[src/rtl/tdsp_pkg.sv]
package tdsp_pkg;
  localparam int FLOWS_DEF  = 16;
  localparam int UNITS_DEF  = 4;
  localparam int PRIO_W_DEF = 2;
  localparam int WGT_W_DEF  = 4;
  localparam int PEND_W_DEF = 4;
  localparam int OIF_W_DEF  = 2;
endpackage

[src/rtl/tdsp_pend_bank.sv]
module tdsp_pend_bank #(
  parameter int NF    = 16,
  parameter int FW    = 4,
  parameter int CNT_W = 4
) (
  input  logic          clk,
  input  logic          rst,
  input  logic          arr_valid,
  input  logic [FW-1:0] arr_flow,
  input  logic          take_valid,
  input  logic [FW-1:0] take_flow,
  output logic [NF-1:0] nonempty,
  output logic          ovf
);
  localparam logic [CNT_W-1:0] CMAX = '1;

  logic [NF-1:0] hit_full;

  for (genvar g = 0; g < NF; g++) begin : g_cnt
    logic [CNT_W-1:0] cnt;
    logic             arr_here;
    logic             inc;
    logic             dec;
    assign arr_here    = arr_valid && (arr_flow == FW'(g));
    assign inc         = arr_here && (cnt != CMAX);
    assign dec         = take_valid && (take_flow == FW'(g));
    assign hit_full[g] = arr_here && (cnt == CMAX);
    assign nonempty[g] = (cnt != '0);
    always_ff @(posedge clk) begin
      if (rst)              cnt <= '0;
      else if (inc && !dec) cnt <= cnt + 1'b1;
      else if (dec && !inc) cnt <= cnt - 1'b1;
    end
  end

  always_ff @(posedge clk) begin
    if (rst)            ovf <= 1'b0;
    else if (|hit_full) ovf <= 1'b1;
  end
endmodule

[src/rtl/tdsp_flow_sel.sv]
module tdsp_flow_sel #(
  parameter int NF = 16,
  parameter int FW = 4,
  parameter int PW = 2,
  parameter int WW = 4
) (
  input  logic             clk,
  input  logic             rst,
  input  logic [NF-1:0]    nonempty,
  input  logic [NF*PW-1:0] cfg_prio,
  input  logic [NF*WW-1:0] cfg_weight,
  input  logic             take,
  output logic             sel_valid,
  output logic [FW-1:0]    sel_flow
);
  logic [FW-1:0] cur;
  logic [WW-1:0] used;
  logic [PW-1:0] top;
  logic [NF-1:0] elig;
  logic [WW-1:0] burst;
  logic          stay;
  logic          found;
  logic [FW-1:0] probe;
  logic [FW-1:0] next_pick;

  always_comb begin
    top = '0;
    for (int f = 0; f < NF; f++) begin
      if (nonempty[f] && (cfg_prio[f*PW +: PW] > top)) top = cfg_prio[f*PW +: PW];
    end
    for (int f = 0; f < NF; f++) begin
      elig[f] = nonempty[f] && (cfg_prio[f*PW +: PW] == top);
    end
    burst = cfg_weight[cur*WW +: WW];
    if (burst == '0) burst = WW'(1);
    stay = elig[cur] && (used < burst);
    found     = 1'b0;
    next_pick = cur;
    probe     = cur;
    for (int i = 1; i <= NF; i++) begin
      probe = cur + FW'(i);
      if (!found && elig[probe]) begin
        found     = 1'b1;
        next_pick = probe;
      end
    end
    sel_valid = |elig;
    sel_flow  = stay ? cur : next_pick;
  end

  always_ff @(posedge clk) begin
    if (rst) begin
      cur  <= FW'(NF - 1);
      used <= '1;
    end else if (take) begin
      if (stay) begin
        used <= used + 1'b1;
      end else begin
        cur  <= next_pick;
        used <= WW'(1);
      end
    end
  end
endmodule

[src/rtl/tdsp_unit_track.sv]
module tdsp_unit_track #(
  parameter int NU = 4,
  parameter int UW = 2,
  parameter int FW = 4
) (
  input  logic            clk,
  input  logic            rst,
  input  logic            fill,
  input  logic [FW-1:0]   fill_flow,
  input  logic            done_valid,
  input  logic [UW-1:0]   done_unit,
  output logic            any_avail,
  output logic [UW-1:0]   pick_unit,
  output logic            pick_half,
  output logic            done_hit,
  output logic            done_half,
  output logic [FW-1:0]   done_flow,
  output logic [NU-1:0]   busy,
  output logic [2*NU-1:0] occ_flat
);
  logic [NU-1:0][1:0] occ;
  logic [NU-1:0]      wr_ptr;
  logic [NU-1:0]      rd_ptr;
  logic [FW-1:0]      tag_mem [2*NU];
  logic [NU-1:0]      idle;
  logic [NU-1:0]      open_slot;
  logic               found;

  always_comb begin
    for (int u = 0; u < NU; u++) begin
      idle[u]      = (occ[u] == 2'b00);
      open_slot[u] = (occ[u] != 2'b11);
      busy[u]      = (occ[u] == 2'b11);
    end
    any_avail = |open_slot;
    found     = 1'b0;
    pick_unit = '0;
    for (int u = 0; u < NU; u++) begin
      if (!found && idle[u]) begin
        found     = 1'b1;
        pick_unit = UW'(u);
      end
    end
    for (int u = 0; u < NU; u++) begin
      if (!found && open_slot[u]) begin
        found     = 1'b1;
        pick_unit = UW'(u);
      end
    end
    pick_half = wr_ptr[pick_unit];
  end

  assign done_hit  = done_valid && (occ[done_unit] != 2'b00);
  assign done_half = rd_ptr[done_unit];
  assign done_flow = tag_mem[{done_unit, done_half}];
  assign occ_flat  = occ;

  always_ff @(posedge clk) begin
    if (fill) tag_mem[{pick_unit, pick_half}] <= fill_flow;
  end

  always_ff @(posedge clk) begin
    if (rst) begin
      occ    <= '0;
      wr_ptr <= '0;
      rd_ptr <= '0;
    end else begin
      for (int u = 0; u < NU; u++) begin
        if (fill && (pick_unit == UW'(u))) begin
          occ[u][wr_ptr[u]] <= 1'b1;
          wr_ptr[u]         <= ~wr_ptr[u];
        end
        if (done_hit && (done_unit == UW'(u))) begin
          occ[u][rd_ptr[u]] <= 1'b0;
          rd_ptr[u]         <= ~rd_ptr[u];
        end
      end
    end
  end
endmodule

[src/rtl/pkt_task_dispatch.sv]
module pkt_task_dispatch
  import tdsp_pkg::*;
#(
  parameter int NUM_FLOWS = FLOWS_DEF,
  parameter int NUM_UNITS = UNITS_DEF,
  parameter int PRIO_W    = PRIO_W_DEF,
  parameter int WGT_W     = WGT_W_DEF,
  parameter int PEND_W    = PEND_W_DEF,
  parameter int OIF_W     = OIF_W_DEF,
  localparam int FW       = $clog2(NUM_FLOWS),
  localparam int UW       = (NUM_UNITS > 1) ? $clog2(NUM_UNITS) : 1
) (
  input  logic                       clk,
  input  logic                       rst,
  input  logic [NUM_FLOWS*PRIO_W-1:0] cfg_prio,
  input  logic [NUM_FLOWS*WGT_W-1:0]  cfg_weight,
  input  logic                       arr_valid,
  input  logic [FW-1:0]              arr_flow,
  input  logic                       done_valid,
  input  logic [UW-1:0]              done_unit,
  input  logic [OIF_W-1:0]           done_oif,
  input  logic [PRIO_W-1:0]          done_oprio,
  output logic                       fwd_valid,
  output logic [FW-1:0]              fwd_flow,
  output logic [UW-1:0]              fwd_unit,
  output logic                       fwd_half,
  output logic                       enq_valid,
  output logic [UW-1:0]              enq_unit,
  output logic                       enq_half,
  output logic [FW-1:0]              enq_flow,
  output logic [OIF_W-1:0]           enq_oif,
  output logic [PRIO_W-1:0]          enq_oprio,
  output logic [NUM_UNITS-1:0]       unit_busy,
  output logic                       pend_ovf
);
  logic [NUM_FLOWS-1:0]   nonempty;
  logic                   sel_valid;
  logic [FW-1:0]          sel_flow;
  logic                   any_avail;
  logic [UW-1:0]          pick_unit;
  logic                   pick_half;
  logic                   done_hit;
  logic                   done_half;
  logic [FW-1:0]          done_flow;
  logic [2*NUM_UNITS-1:0] unit_occ;
  logic                   dispatch;

  assign dispatch = sel_valid && any_avail;

  tdsp_pend_bank #(.NF(NUM_FLOWS), .FW(FW), .CNT_W(PEND_W)) pend_i (
    .clk(clk), .rst(rst),
    .arr_valid(arr_valid), .arr_flow(arr_flow),
    .take_valid(dispatch), .take_flow(sel_flow),
    .nonempty(nonempty), .ovf(pend_ovf)
  );

  tdsp_flow_sel #(.NF(NUM_FLOWS), .FW(FW), .PW(PRIO_W), .WW(WGT_W)) sel_i (
    .clk(clk), .rst(rst),
    .nonempty(nonempty), .cfg_prio(cfg_prio), .cfg_weight(cfg_weight),
    .take(dispatch), .sel_valid(sel_valid), .sel_flow(sel_flow)
  );

  tdsp_unit_track #(.NU(NUM_UNITS), .UW(UW), .FW(FW)) unit_i (
    .clk(clk), .rst(rst),
    .fill(dispatch), .fill_flow(sel_flow),
    .done_valid(done_valid), .done_unit(done_unit),
    .any_avail(any_avail), .pick_unit(pick_unit), .pick_half(pick_half),
    .done_hit(done_hit), .done_half(done_half), .done_flow(done_flow),
    .busy(unit_busy), .occ_flat(unit_occ)
  );

  always_ff @(posedge clk) begin
    if (rst) begin
      fwd_valid <= 1'b0;
      fwd_flow  <= '0;
      fwd_unit  <= '0;
      fwd_half  <= 1'b0;
      enq_valid <= 1'b0;
      enq_unit  <= '0;
      enq_half  <= 1'b0;
      enq_flow  <= '0;
      enq_oif   <= '0;
      enq_oprio <= '0;
    end else begin
      fwd_valid <= dispatch;
      fwd_flow  <= sel_flow;
      fwd_unit  <= pick_unit;
      fwd_half  <= pick_half;
      enq_valid <= done_hit;
      enq_unit  <= done_unit;
      enq_half  <= done_half;
      enq_flow  <= done_flow;
      enq_oif   <= done_oif;
      enq_oprio <= done_oprio;
    end
  end
endmodule

[config.mk]
export PLATFORM = sky130hd
export DESIGN_NAME = pkt_task_dispatch
export DESIGN_NICKNAME = d
export VERILOG_FILES = /design/src/rtl/tdsp_pkg.sv /design/src/rtl/tdsp_pend_bank.sv /design/src/rtl/tdsp_flow_sel.sv /design/src/rtl/tdsp_unit_track.sv /design/src/rtl/pkt_task_dispatch.sv
export SDC_FILE = /design/constraint.sdc
export NUM_CORES = 1
export LEC_CHECK = 0
export ABC_AREA = 1
export BUFFER_PORTS_ARGS = -buffer_cell sky130_fd_sc_hd__buf_4
export CAP_MARGIN = 20
export CORE_AREA = 2 2 188 190
export DETAILED_ROUTE_END_ITERATION = 6
export DIE_AREA = 0 0 190 192
export PLACE_DENSITY_LB_ADDON = 0.12
export REMOVE_ABC_BUFFERS = 1
export SLEW_MARGIN = 10
export SYNTH_ARGS = -nofsm -noshare
export SYNTH_HDL_FRONTEND = slang
export SYNTH_SLANG_ARGS = --single-unit
[constraint.sdc]
create_clock -name clk -period 36.3 [get_ports clk]
set_input_delay 5.445 -clock clk [delete_from_list [all_inputs] [get_ports clk]]
set_output_delay 5.445 -clock clk [all_outputs]
set_load 0.05 [all_outputs]
======== Yosys cells after proc, flatten, opt, wreduce, memory -nomap -nowiden ========
Memories as Yosys holds them, arrays and structs flattened. A register that Yosys moved wholly into a read port is not among the register bits.
Index checks and enable logic that the tools add are counted.
word-level totals
  flip-flop bits (word level) ............. 105
  latch bits .............................. 0
  memory bits (writable) .................. 32
  ROM bits ................................ 0
  input port bits ......................... 110
  memories ................................ 1
memory list
  name            depth  width  read ports  clocked after memory_dff  wr ports  RTL line               source
  unit_i.tag_mem  8      4      1           1                         1         tdsp_unit_track.sv:24  logic [FW-1:0] tag_mem [2*NU];
operators by class
  add/sub/neg operators ................... 48
  $mul .................................... 0
  divide/modulo/power cells ............... 0
  order comparisons ....................... 51
  eq/ne operators ......................... 92
  shift operators ......................... 1
  mux-type cells .......................... 164
  bitwise gates (word level) .............. 20
  reduce and logical (&&, ||, !) cells .... 268
operator list
  cell                                                        number
  two-way mux 4 bit                                           51
  logical AND 1 bit                                           169
  == test 4 bit, second input constant                        32
  less-than comparator 4 x 5 -> 1 bit, second input constant  16
  adder 4 x 1 -> 4 bit, second input constant                 18
  two-way mux 2 bit                                           35
  binary-select mux 1 bit (select 4 bit)                      16
  inequality test 4 bit, second input constant                16
  nonzero test 4 bit                                          16
  variable part select 64 x 7 -> 4 bit                        1
  subtractor 4 x 1 -> 4 bit, second input constant            16
  zero test 1 bit                                             54
  two-way mux 1 bit                                           51
  nonzero test 2 bit                                          17
  adder 4 bit, second input constant                          8
  == test 2 bit                                               16
  == test 4 x 3 -> 1 bit, second input constant               8
  OR reduction 16 bit                                         2
  > comparator 2 bit                                          15
  adder 4 x 3 -> 4 bit, second input constant                 4
  == test 2 bit, second input constant                        8
  == test 4 x 2 -> 1 bit, second input constant               4
  less-than comparator 1 x 2 -> 1 bit, second input constant  8
  zero test 2 bit                                             6
  other kinds (17)                                            57

======== Longest topological paths before layout ========
  depth after elaboration ................. 104
  mapped depth ............................ 159

======== Cells and area by module ========
Synthesis repeated with hierarchy kept, for this count alone.
unflattened totals
  cell total of the unflattened synthesis .. 1886
  area total of the unflattened synthesis .. 12399.4 sq um
by module, submodules not included
  module             instances  cells each  area each (sq um)  seq. area each (sq um)
  tdsp_flow_sel      1          928         4909.7             160.2
  tdsp_pend_bank     1          637         4619.4             1301.2
  tdsp_unit_track    1          258         2293.4             1281.2
  pkt_task_dispatch  1          63          576.8              400.4

======== Least setup slack after synthesis ========
No wires, ideal clock.
  path kind ............................... input -> register
  start ................................... input cfg_prio[1]
  end ..................................... register pend_i.g_cnt[12].cnt[3]
  arrival ................................. 21.657 ns
  data required time ...................... 36.181 ns
  slack ................................... 14.524 ns
  stages .................................. 132
  buffers on the path ..................... 1
  cell sequence ........................... nand2_2 > ha_1 > nand2_1 > nand2_1 > nand3_2 > o21ai_1 > ha_1 > nor2_1 > nand2_1 > nand3_1 > nand2_1 > nand2_1 > nand2_1 > ha_1 > nor2_1 > or2_2 > nand3_1 > nand2_1 > [96 not listed] > inv_2 > nand2_1 > nand2_1 > nand2_1 > nand2_1 > a21boi_1 > nand4_1 > ha_1 > inv_1 > ha_1 > nand2_1 > nor2_1 > a211oi_1 > nor2_1 > nor2_1 > nand2_1 > o21ai_0 > a21oi_1
between the ends
  cells in the longest elaborated chain, start to end .. 104
ends and longest elaborated chain
  item                                                            RTL line                 source
  from (decl)                                                     pkt_task_dispatch.sv:15  input logic [NUM_FLOWS*PRIO_W-1:0] cfg_prio,
  > comparator 2 x 1 -> 1 bit                                     tdsp_flow_sel.sv:29      if (nonempty[f] && (cfg_prio[f*PW +: PW] > top)) top = cfg_prio[f*PW +: PW];
  logical AND 1 bit                                               tdsp_flow_sel.sv:29
  two-way mux 2 bit                                               tdsp_flow_sel.sv:29
  > comparator 2 bit                                              tdsp_flow_sel.sv:29
  logical AND 1 bit                                               tdsp_flow_sel.sv:29
  two-way mux 2 bit                                               tdsp_flow_sel.sv:29
  > comparator 2 bit                                              tdsp_flow_sel.sv:29
  logical AND 1 bit                                               tdsp_flow_sel.sv:29
  [89 not listed]                                                 --
  two-way mux 4 bit                                               tdsp_flow_sel.sv:42      if (!found && elig[probe]) begin
  two-way mux 4 bit (*)                                           tdsp_flow_sel.sv:48      sel_flow = stay ? cur : next_pick;
  via pend_i.take_flow[2]                                         tdsp_pend_bank.sv:11     input logic [FW-1:0] take_flow,
  == test 4 bit (*)                                               tdsp_pend_bank.sv:26     assign dec = take_valid && (take_flow == FW'(g));
  logical AND 1 bit (*)                                           tdsp_pend_bank.sv:26
  zero test 1 bit                                                 tdsp_pend_bank.sv:31     else if (inc && !dec) cnt <= cnt + 1'b1;
  logical AND 1 bit                                               tdsp_pend_bank.sv:31
  two-way mux 4 bit / nonzero test 2 bit (equally long branches)  --
  to (signal assigned)                                            tdsp_pend_bank.sv:31
  to (signal assigned)                                            tdsp_pend_bank.sv:32     else if (dec && !inc) cnt <= cnt - 1'b1;
  to (decl)                                                       tdsp_pend_bank.sv:20     logic [CNT_W-1:0] cnt;
Mark *: on every way through the listed nets, which the timed path passes. The rest lies on a longest branch. The select of a mux whose other input is x is not followed.
A chain may end at the register's enable or synchronous reset.

======== Final worst setup path ========
  start ................................... input cfg_prio[1]
  end ..................................... register pend_i.g_cnt[14].cnt[3]
between the ends
  cells in the longest elaborated chain, start to end .. 104
ends and longest elaborated chain
  item                                                            RTL line
  > comparator 2 x 1 -> 1 bit                                     tdsp_flow_sel.sv:29
  logical AND 1 bit                                               tdsp_flow_sel.sv:29
  two-way mux 2 bit                                               tdsp_flow_sel.sv:29
  > comparator 2 bit                                              tdsp_flow_sel.sv:29
  logical AND 1 bit                                               tdsp_flow_sel.sv:29
  two-way mux 2 bit                                               tdsp_flow_sel.sv:29
  > comparator 2 bit                                              tdsp_flow_sel.sv:29
  logical AND 1 bit                                               tdsp_flow_sel.sv:29
  [89 not listed]                                                 --
  two-way mux 4 bit                                               tdsp_flow_sel.sv:42
  two-way mux 4 bit (*)                                           tdsp_flow_sel.sv:48
  via pend_i.take_flow[2]                                         tdsp_pend_bank.sv:11
  == test 4 bit (*)                                               tdsp_pend_bank.sv:26
  logical AND 1 bit (*)                                           tdsp_pend_bank.sv:26
  zero test 1 bit                                                 tdsp_pend_bank.sv:31
  logical AND 1 bit                                               tdsp_pend_bank.sv:31
  two-way mux 4 bit / nonzero test 2 bit (equally long branches)  --
  to (signal assigned)                                            tdsp_pend_bank.sv:31
  to (signal assigned)                                            tdsp_pend_bank.sv:32
  to (decl)                                                       tdsp_pend_bank.sv:20
Marked as above.

==> reports/metrics.yaml <==
cts_resized: 0
hold_ws_ns: 0.473
area_growth_pct: 17.1
netlist_instances: 1827
drive_gt1_share_pct: 12.9
vias: 12200
hp-class: "reg -> reg"
syn_avg_cell_area_sq_um: 6.54
drtPass1Iterations: 5
io_buffers: 134
via_per_inst: 5.07
grt_use_total_pct: 20.2
cts_tree: "done"
skew_ns: 0.00819
die_area_sq_um: 36500
cts_buffers: 17
yosysSeqAreaShare_pct: 26.3
post-place-ws_ns: 11.99
dpl.hpwl_mm: 27.9
dieHeight_um: 192
fillers: 3715
synth_edf_count: 32
setup_tns_ns: 0
worst_slack_ns: 12.38
period_share_pct: 65.9
cts_setup_buffers: 0
clkSinkCount: 141
max_freq_mhz: 41.8
synth_cell_types: 58
outcome: "finished, final reports clean"
period_minus_slack_ns: 23.92
syn_area_sq_um: 11900
multi_input_area_sq_um: 7710
cts_root_buf: "clkbuf_16"
synthTopCellsByArea: "dfxtp_1 (18%), nand2_1 (12%), nand3_1 (8.7%)"
layout_common_cells: "nand2_1 (391), nor2_1 (223), inv_1 (220)"
nNetsFinal: 2147
cp_slowest_cell: "a21boi_1"
maxCapViolations: 0
ys.flop_type: "dfxtp_1"
synth_top_area_cell: "dfxtp_1"
num_rows: 68
h-tree-depth: 4
rsz0062_at_grt: "no"
path_clk_slew_ns: 0.06
critPathRequiredTime_ns: 36.62
crit_type: "in -> reg"
coreArea_sq_um: 34300
drtAntennaViolNets: 0
final_common_cell: "nand2_1"
cp_max_fo: 13
clk_latency_ns: 0.43
cts.path.max_buffers: 2
setup_viol: 0
grt_pass1_vias: 11600
async_reset_ff_share_pct: 0
drt-initial-drc-count: 661
maxSlewViolCount: 0
cp_common_cell: "nand2_1"
tightest_slew_ns: 1.03
grt_max_degree: 62
synth_warnings: 0
wire_per_inst_um: 15.0
grt_overflow: 0
grt_pass1_wl_mm: 58.8
gp_congestion: 0.862
ys_seq_elements: 141
regArea_sq_um: 3140
finalHoldViolations: 0
drc_errors: 0
io_pins: 135
synth_top_area_share_pct: 18.3
antenna_found_initial: 3
cts_hold_buffers: 0
worst_ep_arrival_time_ns: 24.24
slew_headroom_pct: 30.6
cp_slowest_stage_delay_ns: 0.61
end_kind: "flip-flop"
start_kind: "input pin"
initial_core_util_pct: 34.8
drt-total-wl_mm: 36.3
die_w_um: 190
==> flip-flops by register name, indices dropped and copies added, names as in the netlist <==
name	cells
unit_i.tag_mem	32
enq_half	1
enq_oif	2
unit_i.wr_ptr	4
sel_i.used	4
fwd_flow	4
enq_flow	4
unit_i.occ_flat	8
enq_unit	2
fwd_unit	2
unit_i.rd_ptr	4
pend_i.g_cnt.cnt	64
enq_valid	1
enq_oprio	2
fwd_half	1
sel_i.cur	4
pend_i.ovf	1
fwd_valid	1
==> routing by layer <==
layer	share of wire, %	GRT usage, %	vias up
met1	49	27.4	5628
met2	45	33.6	244
met3	4.7	3.38	27
li1	-	-	6341
met5	0.036	0	-
met4	1.3	4.68	2
==> cell type report <==
| cell class | count | share of cell area (%) |
|---|---|---|
| antenna | 2 | 0.0358 |
| clock buffer | 17 | 3.04 |
| clock inverter | 15 | 1.19 |
| inverter | 240 | 6.44 |
| multi-input combinational | 1403 | 55.2 |
| sequential | 141 | 22.5 |
| tap | 455 | 4.07 |
| timing repair buffer | 141 | 7.57 |
==> final timing paths <==
| kind | start | to | slack (ns) | cells after the start |
|---|---|---|---|---|
| max | cfg_prio[1] | pend_i.g_cnt[14].cnt[3] | 12.38 | 134 |
| min reg2reg | pend_i.g_cnt[4].cnt[3] | pend_i.g_cnt[4].cnt[3] | 0.47 | 2 |
| min | pend_i.g_cnt[4].cnt[3] | pend_i.g_cnt[4].cnt[3] | 0.47 | 2 |
| max reg2reg | pend_i.g_cnt[0].cnt[0] | pend_i.g_cnt[14].cnt[3] | 16.88 | 135 |
==> cell usage after synthesis (all sizes together), types with 5 or more instances <==
cell type and number:
nand4 32, a31oi 7, nand2 415, buf 11
edfxtp 32, a211oi 17, clkbuf 32, nand3 221
nor4 17, o22ai 25, inv 234, ha 77
fa 16, and3 8, clkinv 6, a21oi 85
xor2 26, o21bai 5, o21ai 161, nor2 233
dfxtp 109, nor3 23
==> through the flow <==
step                      cell area (sq um)  utilization [%]  cells
after floorplan                       11800                -   1784
after CTS                             14000             40.8   2412
after global routing                  14000             40.8   2413
final                                 14000             40.8   2414
after global placement                13400             39.0   2380
after detailed placement              13400             39.0   2380
==> cell families (layout without fill, tap and decap cells) <==
family                   after synthesis  after routing  synth area share (%)
flip-flops                           141            141                  26.3
other                                  0              2                     0
AO/OA/AOI/OAI                        325            325                  15.5
XOR/XNOR                              28             28                  2.05
adder cells (fa/ha/maj)               93             93                  10.7
AND/OR/NAND/NOR                      957            957                  36.3
buffers and inverters                283            413                  9.10
==> worst max-delay path, delay by kind of cell <==
kind / cells / cell delay [ns]
simple gates: 98 / 10.69
fa+ha+maj: 17 / 4.67
compound gates: 10 / 2.51
buf+inv: 9 / 0.84
Power is left out: the tool's default activity adds up to more than one toggle a clock period on the data nets, which glitch-free logic cannot reach.
